[config.mk]
export PLATFORM = sky130hd
export DESIGN_NAME = lalign_unit
export DESIGN_NICKNAME = d
export VERILOG_FILES = /design/src/rtl/lalign_pkg.sv /design/src/rtl/lalign_merge.sv /design/src/rtl/lalign_hold_reg.sv /design/src/rtl/lalign_unit.sv
export SDC_FILE = /design/constraint.sdc
export NUM_CORES = 1
export LEC_CHECK = 0
export ABC_CLOCK_PERIOD_IN_PS = 1400
export CAP_MARGIN = 25
export CORE_UTILIZATION = 37
export DETAILED_ROUTE_END_ITERATION = 8
export PLACE_DENSITY_LB_ADDON = 0.15
export SYNTH_ARGS = -nofsm -noshare
export SYNTH_HDL_FRONTEND = slang
export SYNTH_SLANG_ARGS = --single-unit
[constraint.sdc]
create_clock -name clk -period 1.4 [get_ports clk]
set_clock_uncertainty 0.15 [all_clocks]
set_input_delay 0.14 -clock clk [delete_from_list [all_inputs] [get_ports clk]]
set_output_delay 0.14 -clock clk [all_outputs]
set_load 0.01 [all_outputs]
[src/rtl/lalign_pkg.sv]
package lalign_pkg;

    localparam int unsigned LA_DATA_W = 64;
    localparam int unsigned LA_ELEM_W = 8;
    localparam int unsigned LA_HALF_W = 2 * LA_ELEM_W;

    typedef enum logic {
        SZ_BYTE = 1'b0,
        SZ_HALF = 1'b1
    } elem_size_e;

    typedef logic [LA_DATA_W-1:0] word_t;
    typedef logic [LA_HALF_W-1:0] elem_t;

    typedef struct packed {
        elem_size_e size;
        elem_t      data;
        word_t      old;
    } ld_req_t;

endpackage

[src/rtl/lalign_merge.sv]
module lalign_merge
    import lalign_pkg::*;
(
    input  ld_req_t req,
    output word_t   merged
);
    localparam int unsigned B_W = LA_ELEM_W;
    localparam int unsigned H_W = LA_HALF_W;

    word_t byte_cand;
    word_t half_cand;

    always_comb begin
        byte_cand = {req.data[B_W-1:0], req.old[LA_DATA_W-1:B_W]};
        half_cand = {req.data[H_W-1:0], req.old[LA_DATA_W-1:H_W]};
    end

    always_comb begin
        unique case (req.size)
            SZ_BYTE: merged = byte_cand;
            SZ_HALF: merged = half_cand;
            default: merged = byte_cand;
        endcase
    end

endmodule

[src/rtl/lalign_hold_reg.sv]
module lalign_hold_reg
    import lalign_pkg::*;
(
    input  logic  clk,
    input  logic  rst,
    input  logic  load,
    input  word_t d,
    output word_t q,
    output logic  wb_stb
);
    always_ff @(posedge clk) begin
        if (rst) begin
            q      <= '0;
            wb_stb <= 1'b0;
        end else begin
            wb_stb <= load;
            if (load) q <= d;
        end
    end


    hold_when_idle_chk: assert property (@(posedge clk) disable iff (rst)
        !load |=> $stable(q));


    strobe_follows_load_chk: assert property (@(posedge clk) disable iff (rst)
        load |=> wb_stb);


    strobe_single_chk: assert property (@(posedge clk) disable iff (rst)
        !load |=> !wb_stb);


    reset_clear_chk: assert property (@(posedge clk)
        rst |=> (q == '0) && !wb_stb);

endmodule

[src/rtl/lalign_unit.sv]
module lalign_unit
    import lalign_pkg::*;
(
    input  logic                 clk,
    input  logic                 rst,
    input  logic                 ld_valid,
    input  logic                 ld_size,
    input  logic [LA_DATA_W-1:0] ld_old,
    input  logic [LA_HALF_W-1:0] ld_data,
    output logic [LA_DATA_W-1:0] res_value,
    output logic                 wb_valid,
    output logic [LA_DATA_W-1:0] wb_value
);
    localparam int unsigned B_W = LA_ELEM_W;
    localparam int unsigned H_W = LA_HALF_W;

    ld_req_t req;
    word_t   merged;
    word_t   res_q;
    logic    stb_q;

    always_comb begin
        req.size = elem_size_e'(ld_size);
        req.data = ld_data;
        req.old  = ld_old;
    end

    lalign_merge merge_i (
        .req    (req),
        .merged (merged)
    );

    lalign_hold_reg reg_i (
        .clk    (clk),
        .rst    (rst),
        .load   (ld_valid),
        .d      (merged),
        .q      (res_q),
        .wb_stb (stb_q)
    );

    assign res_value = res_q;
    assign wb_valid  = stb_q;
    assign wb_value  = res_q;


    byte_insert_chk: assert property (@(posedge clk) disable iff (rst)
        (ld_valid && !ld_size) |=>
            (res_value[LA_DATA_W-1 -: B_W] == $past(ld_data[B_W-1:0])) &&
            (res_value[LA_DATA_W-B_W-1:0] == $past(ld_old[LA_DATA_W-1:B_W])));


    half_insert_chk: assert property (@(posedge clk) disable iff (rst)
        (ld_valid && ld_size) |=>
            (res_value[LA_DATA_W-1 -: H_W] == $past(ld_data)) &&
            (res_value[LA_DATA_W-H_W-1:0] == $past(ld_old[LA_DATA_W-1:H_W])));


    wb_mirror_chk: assert property (@(posedge clk) disable iff (rst)
        wb_valid |-> (wb_value == res_value));

endmodule

==> metrics.txt <==
ANT nets after route=0; M1 WL=3.933 mm; syn nets=434; vias in the first global route=2796; global-route wire length before repair=14.50 mm; die height=96.99 µm; mapped cell area=3338 µm²; Netlist cell types=11; number of flops mapped to enable cells by yosys=0; synthesis-stage register bit count=65; max cap viols=0; multi-input logic area=1368 µm²; Synth area leader=dfxtp_1; Final Cycle Share=96.01%; Worst setup SP type=primary input; Nets=565; Max Clock Freq=744.0 MHz; initial antenna violation count=0; register area=1301 µm²; Via Count=2888; IO Port Bufs=204; Hold WC Path Type=in2reg; Setup CP Type=in2reg; leakage dissipation=2.448 nW; cell area power density=925.9 nW/µm²; initial drt markers=74; total grt overflow=0; Synth Instances=350; max_slew headroom=79.09%; initial core utilization=38.28%; largest net degree at the start of global routing=62; worst slew pin tran=0.3137 ns; H-tree depth=3; CTS tree=done; number of antenna diodes=0; buffer count from post-CTS setup fixing=0; register area share after synthesis=38.98%; area grow syn2layout=49.21%; Pins Over Slew Limit=0; Design Power=4.612 mW; Residual DRC=0; Avg Inst Size Synth=9.538 µm²; I/O Pins=213; placed insts=577; top sig layer=met4; cell area after layout=4981 µm²; top cell type's share of synthesized area=38.98%; RSZ-0062 raised after global routing=yes; Clk Latency, worst-skew pair=0.32 ns; CTS sink cnt=65; die area=9406 µm²; Reg clk slew, reported paths=0.07 ns; root buf cell=clkbuf_8; Die X=96.99 µm; WL met3=862 µm; min Tclk post-route=1.344 ns; layout cells sized above 1=4.948%; Min Hold Slack=0.05749 ns; fill count=860; row cnt=34; Final Hold Viols=0; clock buffer depth=2; CP Max Fanout=61; drt first pass iters=4; HPWL after detailed placement=6.915 mm; Max VDD drop=0.3534 mV; synth cell count leaders=dfxtp_1, a211oi_1, buf_4, mux2i_1, nor2_1; total core area=8721 µm²; Routed wire per std cell=15.98 µm; total track usage=19.63%; Setup-failing EPs final=0; Critical Path RT=1.49 ns; most frequent cell after synthesis=dfxtp_1; Synth warnings=0; asr flop ratio synth=0%; critical path data arrival time=1.44 ns; Routed Wire Length=9.477 mm; outcome=finished, final reports clean; Area after DPL=4964 µm²; gpl congestion=0.7594; via-per-instance ratio=4.870; Synth area leaders=dfxtp_1, mux2i_1, a211oi_1; CTS buffer count=9; routed wl met2=4.532 mm; fin cells=593; top_reg_cell synth=dfxtp_1; Setup crit end kind=flop
sequential cells by signal (all words and copies together), names as in the netlist:
name	cells
reg_i.q	64
reg_i.wb_stb	1
worst max-delay path: stages:
cell and delay, ns:
dlygate4sd3_1 0.53, buf_4 0.18, buf_16 0.24, nor2_1 0.08
a211oi_1 0.23
metrics by stage:
stage / setup slack, ns / utilization [%] / TNS, ns
after detailed placement: 0.1059 / 56.92 / 0
final: 0.05590 / 57.12 / 0
after global routing: -0.01147 / 57.12 / -0.02539
after global placement: 0.1562 / 56.92 / 0
after floorplan: 0.3721 / - / 0
after CTS: 0.05578 / 57.03 / 0
layout make-up:
| type | count | area share, % |
|---|---|---|
| Tap cell | 108 | 2.713 |
| Sequential cell | 65 | 26.12 |
| Clock inverter | 4 | 0.4019 |
| Timing Repair Buffer | 212 | 40.47 |
| Clock buffer | 11 | 2.838 |
| Multi-Input combinational cell | 193 | 27.46 |
path summary, 6_finish.rpt:
kind | startpoint | endpoint | slack, ns | cells past startpoint
hold reg to reg | reg_i.q[57] | reg_i.q[57] | 0.34 | 2
hold / removal | rst | reg_i.q[4] | 0.06 | 2
setup / recovery | ld_valid | reg_i.q[23] | 0.06 | 5
setup reg to reg | reg_i.q[23] | reg_i.q[23] | 0.52 | 2
cells by family (layout without fill, tap and decap cells):
family / after synthesis / in the layout / share of synthesized area, %
AO/OA/AOI/OAI: 64 / 64 / 14.39
buffers and inverters: 92 / 227 / 20.05
flip-flops: 65 / 65 / 38.98
multiplexers: 64 / 64 / 19.19
AND/OR/NAND/NOR: 65 / 65 / 7.384
cell usage in the layout (no fill, tap or decap), types with 3 or more instances in the layout:
master,count
dfxtp_1,65
buf_12,5
nor2_1,64
dlygate4sd2_1,129
clkbuf_8,10
buf_4,3
clkdlybuf4s50_1,72
clkinv_2,4
mux2i_1,64
a211oi_1,64
metal layers:
layer,vias to the layer above,track usage [%]
met4,0,8.726
met2,139,33.37
met5,-,0
met3,12,6.286
met1,1304,22.41
li1,1433,-
report_power, final:
group          internal (mW)  total, mW  switching, mW
logic                  0.633       1.17          0.533
clock network          0.669       1.36          0.688
registers               1.99       2.09         0.0997
total                   3.29       4.61           1.32
repair_timing:
action,CTS,global route
cloned,0,0
resized for setup,129,1
endpoints found under the setup margin,129,3
hold buffers,1,0
endpoints found under the hold margin,2,0
Power figures use the tool's default switching activity.
